File: src/rtl/grp_commit_pkg.sv
// Shared types for the group commit controller.
package grp_commit_pkg;
    typedef enum logic [1:0] {
        S_IDLE   = 2'd0,
        S_EXEC   = 2'd1,
        S_COMMIT = 2'd2,
        S_DONE   = 2'd3
    } grp_state_e;
endpackage

File: src/rtl/grp_out_buf.sv
// Holding buffer for deferred results. Circular FIFO of DEPTH entries.
// Assumes push and pop are never requested in the same cycle by the owner;
// a push while full is dropped and flagged on ovf_o in that cycle.
module grp_out_buf #(
    parameter int W     = 37,
    parameter int DEPTH = 8
) (
    input  logic         clk,
    input  logic         rst_n,
    input  logic         clr_i,
    input  logic         push_i,
    input  logic [W-1:0] din_i,
    input  logic         pop_i,
    output logic [W-1:0] dout_o,
    output logic         empty_o,
    output logic         full_o,
    output logic         ovf_o
);
    localparam int PTR_W = (DEPTH > 1) ? $clog2(DEPTH) : 1;
    localparam int CNT_W = $clog2(DEPTH + 1);

    logic [W-1:0]     mem [DEPTH];
    logic [PTR_W-1:0] rd_q, wr_q;
    logic [CNT_W-1:0] cnt_q;
    logic             do_push, do_pop;

    assign empty_o = (cnt_q == '0);
    assign full_o  = (cnt_q == CNT_W'(DEPTH));
    assign ovf_o   = push_i && full_o;
    assign do_push = push_i && !full_o;
    assign do_pop  = pop_i && !empty_o;
    assign dout_o  = mem[rd_q];

    // Next pointer with wrap at DEPTH.
    function automatic logic [PTR_W-1:0] nxt(input logic [PTR_W-1:0] p);
        return (p == PTR_W'(DEPTH - 1)) ? '0 : p + 1'b1;
    endfunction

    // Pointer and occupancy bookkeeping.
    always_ff @(posedge clk) begin
        if (!rst_n || clr_i) begin
            rd_q  <= '0;
            wr_q  <= '0;
            cnt_q <= '0;
        end else begin
            if (do_push) wr_q <= nxt(wr_q);
            if (do_pop)  rd_q <= nxt(rd_q);
            if (do_push && !do_pop)      cnt_q <= cnt_q + 1'b1;
            else if (do_pop && !do_push) cnt_q <= cnt_q - 1'b1;
        end
    end

    // Storage write.
    always_ff @(posedge clk) begin
        if (do_push) mem[wr_q] <= din_i;
    end

    p_full_drop_r9: assert property (@(posedge clk) disable iff (!rst_n)
        (push_i && full_o && !pop_i && !clr_i) |=> full_o);
    p_empty_pop_r3: assert property (@(posedge clk) disable iff (!rst_n)
        (pop_i && empty_o && !push_i && !clr_i) |=> empty_o);
endmodule

File: src/rtl/grp_done_tracker.sv
// Counts instruction completions and register-output events against the
// totals declared at group start. all_done_o is combinational from the
// registered counts; excess_o flags a completion beyond the total.
module grp_done_tracker #(
    parameter int CNT_W = 8
) (
    input  logic             clk,
    input  logic             rst_n,
    input  logic             clr_i,
    input  logic             load_i,
    input  logic [CNT_W-1:0] ninsn_i,
    input  logic [CNT_W-1:0] nout_i,
    input  logic             en_i,
    input  logic             done_evt_i,
    input  logic             wr_evt_i,
    output logic             all_done_o,
    output logic             excess_o
);
    localparam logic [CNT_W-1:0] CNT_MAX = '1;

    logic [CNT_W-1:0] ninsn_q, nout_q, dcnt_q, wcnt_q;

    assign all_done_o = (dcnt_q == ninsn_q) && (wcnt_q == nout_q);
    assign excess_o   = en_i && done_evt_i && (dcnt_q == ninsn_q);

    // Totals latch and event counters.
    always_ff @(posedge clk) begin
        if (!rst_n || clr_i) begin
            ninsn_q <= '0;
            nout_q  <= '0;
            dcnt_q  <= '0;
            wcnt_q  <= '0;
        end else if (load_i) begin
            ninsn_q <= ninsn_i;
            nout_q  <= nout_i;
            dcnt_q  <= '0;
            wcnt_q  <= '0;
        end else if (en_i) begin
            if (done_evt_i && dcnt_q != ninsn_q) dcnt_q <= dcnt_q + 1'b1;
            if (wr_evt_i && wcnt_q != CNT_MAX)   wcnt_q <= wcnt_q + 1'b1;
        end
    end

    p_no_overcount_r8: assert property (@(posedge clk) disable iff (!rst_n)
        (en_i && done_evt_i && dcnt_q == ninsn_q && !clr_i && !load_i) |=> $stable(dcnt_q));
endmodule

File: src/rtl/grp_exit_resolver.sv
// Resolves the group exit from in-order branch results: each branch only
// counts if all earlier ones fell through. The index saturates.
module grp_exit_resolver #(
    parameter int EXIT_W = 3
) (
    input  logic              clk,
    input  logic              rst_n,
    input  logic              clr_i,
    input  logic              en_i,
    input  logic              br_evt_i,
    input  logic              br_taken_i,
    output logic [EXIT_W-1:0] exit_o
);
    localparam logic [EXIT_W-1:0] EXIT_MAX = '1;

    logic              found_q;
    logic [EXIT_W-1:0] exit_q;

    assign exit_o = exit_q;

    // Chain: a taken branch freezes the index, a fall-through advances it.
    always_ff @(posedge clk) begin
        if (!rst_n || clr_i) begin
            found_q <= 1'b0;
            exit_q  <= '0;
        end else if (en_i && br_evt_i && !found_q) begin
            if (br_taken_i)            found_q <= 1'b1;
            else if (exit_q != EXIT_MAX) exit_q <= exit_q + 1'b1;
        end
    end

    p_exit_frozen_r5: assert property (@(posedge clk) disable iff (!rst_n)
        (found_q && !clr_i) |=> $stable(exit_q));
endmodule

File: src/rtl/grp_commit_ctrl.sv
// Atomic group commit controller. Tracks one group from start to commit,
// holds register results and stores until every instruction is done,
// then drains registers first, then stores, one entry per cycle.
// Assumes branch events arrive in program order and that events are
// only meaningful while executing.
module grp_commit_ctrl
    import grp_commit_pkg::*;
#(
    parameter int IDX_W    = 5,
    parameter int DATA_W   = 32,
    parameter int ADDR_W   = 32,
    parameter int CNT_W    = 8,
    parameter int WB_DEPTH = 8,
    parameter int ST_DEPTH = 8,
    parameter int EXIT_W   = 3
) (
    input  logic              clk,
    input  logic              rst_n,
    input  logic              flush_i,
    input  logic              start_i,
    input  logic [CNT_W-1:0]  start_ninsn_i,
    input  logic [CNT_W-1:0]  start_nout_i,
    input  logic              done_evt_i,
    input  logic              wr_evt_i,
    input  logic [IDX_W-1:0]  wr_idx_i,
    input  logic [DATA_W-1:0] wr_data_i,
    input  logic              st_evt_i,
    input  logic [ADDR_W-1:0] st_addr_i,
    input  logic [DATA_W-1:0] st_data_i,
    input  logic              br_evt_i,
    input  logic              br_taken_i,
    output logic [1:0]        state_o,
    output logic              rf_we_o,
    output logic [IDX_W-1:0]  rf_idx_o,
    output logic [DATA_W-1:0] rf_data_o,
    output logic              mem_we_o,
    output logic [ADDR_W-1:0] mem_addr_o,
    output logic [DATA_W-1:0] mem_data_o,
    output logic [EXIT_W-1:0] exit_o,
    output logic              commit_done_o,
    output logic              err_o
);
    localparam int RW = IDX_W + DATA_W;
    localparam int SW = ADDR_W + DATA_W;

    grp_state_e      st_q;
    logic            err_q;
    logic            launch, clr_grp, in_exec, in_commit;
    logic            all_done, excess;
    logic            rq_empty, rq_full, rq_ovf, rq_pop;
    logic            sq_empty, sq_full, sq_ovf, sq_pop;
    logic [RW-1:0]   rq_head;
    logic [SW-1:0]   sq_head;

    assign launch    = (st_q == S_IDLE) && start_i && !flush_i;
    assign clr_grp   = flush_i || launch;
    assign in_exec   = (st_q == S_EXEC);
    assign in_commit = (st_q == S_COMMIT);
    assign rq_pop    = in_commit && !rq_empty;
    assign sq_pop    = in_commit && rq_empty && !sq_empty;

    grp_done_tracker #(.CNT_W(CNT_W)) u_trk (
        .clk        (clk),
        .rst_n      (rst_n),
        .clr_i      (flush_i),
        .load_i     (launch),
        .ninsn_i    (start_ninsn_i),
        .nout_i     (start_nout_i),
        .en_i       (in_exec),
        .done_evt_i (done_evt_i),
        .wr_evt_i   (wr_evt_i),
        .all_done_o (all_done),
        .excess_o   (excess)
    );

    grp_exit_resolver #(.EXIT_W(EXIT_W)) u_exit (
        .clk        (clk),
        .rst_n      (rst_n),
        .clr_i      (clr_grp),
        .en_i       (in_exec),
        .br_evt_i   (br_evt_i),
        .br_taken_i (br_taken_i),
        .exit_o     (exit_o)
    );

    grp_out_buf #(.W(RW), .DEPTH(WB_DEPTH)) u_rbuf (
        .clk     (clk),
        .rst_n   (rst_n),
        .clr_i   (clr_grp),
        .push_i  (in_exec && wr_evt_i),
        .din_i   ({wr_idx_i, wr_data_i}),
        .pop_i   (rq_pop),
        .dout_o  (rq_head),
        .empty_o (rq_empty),
        .full_o  (rq_full),
        .ovf_o   (rq_ovf)
    );

    grp_out_buf #(.W(SW), .DEPTH(ST_DEPTH)) u_sbuf (
        .clk     (clk),
        .rst_n   (rst_n),
        .clr_i   (clr_grp),
        .push_i  (in_exec && st_evt_i),
        .din_i   ({st_addr_i, st_data_i}),
        .pop_i   (sq_pop),
        .dout_o  (sq_head),
        .empty_o (sq_empty),
        .full_o  (sq_full),
        .ovf_o   (sq_ovf)
    );

    // Group lifecycle state machine.
    always_ff @(posedge clk) begin
        if (!rst_n || flush_i) begin
            st_q <= S_IDLE;
        end else begin
            case (st_q)
                S_IDLE:   if (start_i) st_q <= S_EXEC;
                S_EXEC:   if (all_done) st_q <= S_COMMIT;
                S_COMMIT: if (rq_empty && sq_empty) st_q <= S_DONE;
                default:  st_q <= S_IDLE;
            endcase
        end
    end

    // Sticky error flag, cleared by a new group or a flush.
    always_ff @(posedge clk) begin
        if (!rst_n || clr_grp)                    err_q <= 1'b0;
        else if (in_exec && (excess || rq_ovf || sq_ovf)) err_q <= 1'b1;
    end

    assign state_o       = st_q;
    assign err_o         = err_q;
    assign commit_done_o = (st_q == S_DONE);
    assign rf_we_o       = rq_pop;
    assign {rf_idx_o, rf_data_o}   = rq_head;
    assign mem_we_o      = sq_pop;
    assign {mem_addr_o, mem_data_o} = sq_head;

    p_commit_gate_r2: assert property (@(posedge clk) disable iff (!rst_n)
        (st_q == S_EXEC && !flush_i && !all_done) |=> st_q == S_EXEC);
    p_done_pulse_r6: assert property (@(posedge clk) disable iff (!rst_n)
        commit_done_o |=> !commit_done_o && st_q == S_IDLE);
    p_idle_ignore_r7: assert property (@(posedge clk) disable iff (!rst_n)
        (st_q == S_IDLE && !start_i && !flush_i) |=> (st_q == S_IDLE && $stable(err_o)));
    p_flush_clear_r10: assert property (@(posedge clk) disable iff (!rst_n)
        flush_i |=> (st_q == S_IDLE && !err_o && exit_o == '0));
    p_store_after_regs_r4: assert property (@(posedge clk) disable iff (!rst_n)
        mem_we_o |-> !rf_we_o && rq_empty);
    p_no_early_write_r3: assert property (@(posedge clk) disable iff (!rst_n)
        (st_q == S_EXEC) |-> !rf_we_o && !mem_we_o);
endmodule

File: config.mk
export PLATFORM = sky130hd
export DESIGN_NAME = grp_commit_ctrl
export DESIGN_NICKNAME = d
export VERILOG_FILES = /design/src/rtl/grp_commit_pkg.sv /design/src/rtl/grp_out_buf.sv /design/src/rtl/grp_done_tracker.sv /design/src/rtl/grp_exit_resolver.sv /design/src/rtl/grp_commit_ctrl.sv
export SDC_FILE = /design/constraint.sdc
export NUM_CORES = 1
export LEC_CHECK = 0
export ABC_CLOCK_PERIOD_IN_PS = 12300
export BUFFER_PORTS_ARGS = -buffer_cell sky130_fd_sc_hd__buf_2
export CELL_PAD_IN_SITES_DETAIL_PLACEMENT = 1
export CELL_PAD_IN_SITES_GLOBAL_PLACEMENT = 2
export CORE_ASPECT_RATIO = 2
export CORE_MARGIN = 2
export CORE_UTILIZATION = 30
export CTS_BUF_LIST = sky130_fd_sc_hd__clkbuf_16
export CTS_CLUSTER_DIAMETER = 30
export DETAILED_ROUTE_END_ITERATION = 12
export PLACE_DENSITY = 0.54
export SYNTH_ARGS = -nofsm -noshare
export SYNTH_HDL_FRONTEND = slang
export SYNTH_SLANG_ARGS = --single-unit
File: constraint.sdc
create_clock -name clk -period 12.3 [get_ports clk]
set_clock_uncertainty 0.05 [all_clocks]
set_input_delay 0.615 -clock clk [delete_from_list [all_inputs] [get_ports clk]]
set_output_delay 0.615 -clock clk [all_outputs]
set_load 0.03 [all_outputs]
## Word-level counts from Yosys, hierarchy flattened

Memory sizes are Yosys's and may differ from the RTL's. A register that Yosys moved wholly into a read port is not among the register bits.
Index checks and enable logic that the tools add are counted.

- Register bits after elaboration: 59
- Bits in latches: 0
- Bits in writable memories: 808
- ROM bits: 0
- Input port bits: 126
- Output and inout bits: 110
- Word-level logic and storage cells: 118
- Memories kept: 2

Memory list:

| name | words | bits a word | read ports | clocked after Yosys merged registers in | write ports | line | RTL |
|---|---|---|---|---|---|---|---|
| u_sbuf.mem | 8 | 64 | 1 | 1 | 1 | grp_out_buf.sv:22 | `logic [W-1:0] mem [DEPTH];` |
| u_rbuf.mem | 8 | 37 | 1 | 1 | 1 | grp_out_buf.sv:22 |  |

- Add/sub/neg operators: 11
- $mul: 0
- Div/mod/pow operators: 0
- Order comparisons: 0
- Equality and inequality tests: 17
- Shifts and indexed selects: 0
- Mux-type cells: 20
- Bitwise logic cells: 1
- Reduce and logical (&&, ||, !) cells: 53

Operator list:

| operator | count |
|---|---|
| $logic_and A1 B1 Y1 | 26 |
| $mux W3 | 8 |
| $add A8 B1 Y8 const B | 2 |
| $eq A8 B8 Y1 | 2 |
| $mux W4 | 4 |
| $add A3 B1 Y3 const B | 5 |
| $eq A3 B3 Y1 const B | 4 |
| $logic_not A1 Y1 | 11 |
| $add A4 B1 Y4 const B | 2 |
| $eq A4 B4 Y1 const B | 2 |
| $logic_not A4 Y1 | 2 |
| $ne A8 B8 Y1 | 1 |
| $ne A8 B8 Y1 const B | 1 |
| $sub A4 B1 Y4 const B | 2 |
| $mux W2 | 3 |
| $pmux W2 S3 | 1 |
| $reduce_and A2 Y1 | 3 |
| $reduce_and A3 Y1 | 2 |
| $logic_or A1 B1 Y1 | 5 |
| $eq A2 B2 Y1 const B | 2 |
| $mux W1 | 4 |
| $ne A2 B1 Y1 const B | 2 |
| $reduce_bool A2 Y1 | 2 |
| $ne A3 B3 Y1 const B | 1 |
| 5 further kinds | 5 |

## Depth between registers and ports, before layout

- Depth after elaboration: 7
- Mapped depth: 14
- Depth with buffers taken out: 13

## Modules after synthesis

Synthesis repeated with hierarchy kept, for this count alone.

- Cell total of the unflattened synthesis: 1547
- Area, all modules: 33777.4 µm²

Modules (own cells, without submodules):

| module | instances | cells each | area each (µm²) | seq. area each (µm²) |
|---|---|---|---|---|
| grp_out_buf at u_sbuf | 1 | 817 | 19905.3 | 15635.0 |
| grp_out_buf at u_rbuf | 1 | 505 | 11803.8 | 9148.8 |
| grp_done_tracker | 1 | 170 | 1604.0 | 640.6 |
| grp_commit_ctrl | 1 | 34 | 259.0 | 60.1 |
| grp_exit_resolver | 1 | 21 | 205.2 | 80.1 |

## Worst setup path before layout

Ideal clock, no wire load.

- Path kind: reg2reg
- Start: register st_q[0], in the netlist state_o[0]
- End: memory u_sbuf.mem[0][0] in the netlist's numbering (enable)
- Library setup time: 645 ps
- Data arrival time: 7370 ps
- Data required time: 11605 ps
- Slack: 4235 ps
- Stages on the path, launching flop included: 5
- Buffers on the path: 1
- Period minus slack after synthesis: 8065 ps
- Cell sequence: dfxtp_1 > ha_1 > clkbuf_1 > nand3_1 > nor4_1

- Word-level cells in the longest chain between the ends: 5

RTL lines:

| what | line | RTL |
|---|---|---|
| start: declaration | grp_commit_ctrl.sv:46 | `grp_state_e st_q;` |
| start signal: assignment | grp_commit_ctrl.sv:115 | `st_q <= S_IDLE;` |
| start signal: assignment | grp_commit_ctrl.sv:118 | `S_IDLE: if (start_i) st_q <= S_EXEC;` |
| start signal: assignment | grp_commit_ctrl.sv:119 | `S_EXEC: if (all_done) st_q <= S_COMMIT;` |
| $eq A2 B1 Y1 | grp_commit_ctrl.sv:57 | `assign in_exec = (st_q == S_EXEC);` |
| $logic_and A1 B1 Y1 | grp_commit_ctrl.sv:103 | `.push_i (in_exec && st_evt_i),` |
| $logic_and A1 B1 Y1 | grp_out_buf.sv:30 | `assign do_push = push_i && !full_o;` |
| $mux W1 | grp_out_buf.sv:55 | `if (do_push) mem[wr_q] <= din_i;` |
| $mux W1 (implied by the code) | grp_out_buf.sv:55 |  |
| end: declaration | grp_out_buf.sv:22 |  |

No other way between the ends.

==> impl_metrics.yaml <==
floorplan:
  num_rows: 173
  initial_core_util_pct: 30.1
  core_area_um2: 111000
  die_h_um: 475
  io_pins: 236
  die-width_um: 240
  dieArea_um2: 114000
placed_design:
  placed_area_um2: 36500
  dp.cells: 3224
  gp_congestion: 0.673
  io_buffers: 235
  hpwlAfterDp_mm: 41.0
  preCtsSetupSlack_ns: 8.26
cts:
  ctsResizeCount: 0
  htree_levels: 4
  cts_buffer_depth: 3
  cts_sinks: 873
  post-cts-setup-buffers: 0
  cts_hold_buf: 0
  path_clk_slew_ns: 0.05
  clock_latency_ns: 0.72
  numCtsBuffers: 137
  root_buffer: "clkbuf_16"
  cts_tree: "built"
final_layout:
  multi_input_comb_area_um2: 7550
  nets: 2027
  area_growth_pct: 23.3
  ff_latch_area_um2: 25600
  fill_cells: 10700
  final_cells: 3475
  final_area_um2: 41100
  drive_above_1_share_pct: 41.0
setup_path:
  arrival_ns: 3.90
  regToRegStartpoint: "state_o[0]"
  reg2reg_slack_ns: 8.63
  critPathKind: "reg -> out"
  critPathLaunchType: "flop"
  rr_worst_depth: 6
  crit_path_end_kind: "output pin"
  required_ns: 11.64
  cp_max_fo: 35
  regToRegEndpoint: "u_sbuf.mem[5][6]"
hold_path:
  hold_class: "in -> reg"
  min_to: "u_trk.ninsn_q[2]"
  hold_depth: 3
  hp-start: "start_ninsn_i[2]"
global_route:
  grtUsageTotal_pct: 13.7
  grt_max_degree: 67
  antenna_found_initial: 20
  grt_pass1_wl_mm: 114
  grt_overflow: 0
  grt_pass1_vias: 17600
power:
  powerDensity_nw_per_um2: 175
  peakVddDrop_v: 0.000127
  leakage_nw: 13.2
drt:
  wire_per_inst_um: 22.0
  ant_nets: 0
  drt_drc_violations_left: 0
  drt_iter0_drc: 746
  drtPass1Iterations: 4
  wirelength_mm: 76.5
  routed_via_density: 4.59
  vias: 16000
timing:
  hold_viol_final: 0
  setup_viol: 0
  setup_ws_ns: 7.73
  fin_crit_ns: 4.57
  fin_hold_ws_ns: 0.103
  slew_violations: 0
  tightest_slew_ns: 1.00
  slew_headroom_pct: 33.0
  layout_worst_path_cycle_share_pct: 37.1
  setup_tns_ns: 0
  rsz0062_at_grt: "no"
  fmax_mhz: 219
synth:
  synthArstFlopShare_pct: 0
  syn_nets: 1684
  syn_avg_cell_area_um2: 21.7
  synth.distinct_cells: 43
  synth-edff-count: 808
  synthesis.area_um2: 33300
  dominantRegCellSynth: "edfxtp_1"
  syn_inst: 1533
  synth_seq_area_share_pct: 76.7
  synth-seq-cells: 873
  synth_warnings: 0
run_status:
  status: "completed"
run:
  maxCapViolCount: 0
-- worst max-delay path by stage --
stage | end | depth (start not counted) | slack [ns]
floorplan | u_sbuf.mem[0][0] | 4 | 4.23
global placement | mem_data_o[8] | 5 | 8.29
detailed placement | mem_data_o[8] | 5 | 8.26
CTS | mem_data_o[8] | 5 | 7.44
global route | mem_addr_o[18] | 5 | 7.29
finish | mem_data_o[8] | 5 | 7.73
-- routing by layer --
metal  global-route usage, %  share of wire, %
met5                       0              0.27
met4                    4.96               2.4
met3                    4.57               6.8
met2                    21.0                46
met1                    18.1                45
-- critical path, cell delays in order (launching register included) --
cell,delay (ns)
dfxtp_4,0.68
buf_4,0.67
buf_4,0.71
mux4_2,0.60
mux2_2,0.27
buf_2,0.20
-- cell usage after synthesis, types with 2 or more instances --
cell | n | area share, %
nor2_1 | 41 | 0.46
or3_1 | 6 | 0.11
nor4_1 | 4 | 0.075
xor2_1 | 9 | 0.24
mux2i_1 | 7 | 0.21
or4_1 | 3 | 0.068
mux4_2 | 202 | 14
nor3_1 | 11 | 0.17
nand4_1 | 7 | 0.13
inv_1 | 11 | 0.12
nand2_1 | 54 | 0.61
o311ai_0 | 2 | 0.053
nand3b_1 | 2 | 0.045
and3_1 | 2 | 0.038
buf_1 | 6 | 0.068
a21oi_1 | 39 | 0.59
o2111ai_1 | 2 | 0.053
a21o_1 | 2 | 0.045
clkbuf_1 | 42 | 0.47
and2_1 | 3 | 0.056
nand2b_1 | 7 | 0.13
buf_2 | 19 | 0.29
dfxtp_1 | 65 | 3.9
o21ai_0 | 7 | 0.11
xnor2_1 | 24 | 0.63
mux2_2 | 101 | 3.4
fa_1 | 2 | 0.12
ha_1 | 23 | 0.86
o211ai_1 | 2 | 0.045
edfxtp_1 | 808 | 73
nand3_1 | 8 | 0.12
-- stage by stage --
stage	util, %	total power [mW]
final	37.2	7.20
after global routing	37.1	7.43
after CTS	37.1	7.32
after detailed placement	33.0	3.45
after global placement	33.0	3.45
after floorplan	-	3.38
-- state kept, by name, indices dropped and copies added, names as in the netlist, 4 cells and up, named ones only --
name,flops
u_trk.nout_q,8
u_rbuf.cnt_q,4
u_sbuf.mem,512
u_trk.dcnt_q,8
u_trk.ninsn_q,8
u_trk.wcnt_q,8
u_sbuf.cnt_q,4
u_rbuf.mem,296
-- report_power, final --
group | internal, mW | total (mW) | switching, mW
Clock | 2.39 | 3.81 | 1.41
Combinational | 0.0426 | 0.132 | 0.0893
Sequential | 3.26 | 3.26 | 0.00440
-- final cells by class --
cell class / instances / share of cell area [%]
Multi-Input combinational cell: 582 / 18.4
Clock inverter: 104 / 2.55
Antenna cell: 5 / 0.0304
Clock buffer: 142 / 8.65
Tap cell: 1487 / 4.53
Inverter: 11 / 0.100
Sequential cell: 873 / 62.3
Timing Repair Buffer: 271 / 3.52
-- cell usage in the layout (no fill, tap or decap), types with 9 or more instances in the layout --
| master | instances |
|---|---|
| bufinv_16 | 13 |
| a21oi_1 | 39 |
| clkinvlp_4 | 14 |
| buf_2 | 235 |
| nor2_1 | 35 |
| dfxtp_1 | 59 |
| xnor2_1 | 24 |
| edfxtp_1 | 808 |
| clkinv_1 | 12 |
| nand2_1 | 54 |
| mux4_2 | 202 |
| clkbuf_16 | 142 |
| inv_1 | 33 |
| clkinv_4 | 9 |
| mux2_2 | 101 |
| ha_1 | 23 |
| xor2_1 | 9 |
| inv_6 | 14 |
| buf_4 | 36 |
-- logic make-up after synthesis --
| family | count (synthesis) | synth area share [%] |
|---|---|---|
| buf+inv | 78 | 0.950 |
| flops | 873 | 76.7 |
| compound gates | 58 | 0.987 |
| simple gates | 156 | 2.25 |
| xor+xnor | 33 | 0.867 |
| fa+ha+maj | 25 | 0.983 |
| mux | 310 | 17.3 |
Note: power is estimated with default switching activity, not from simulation.
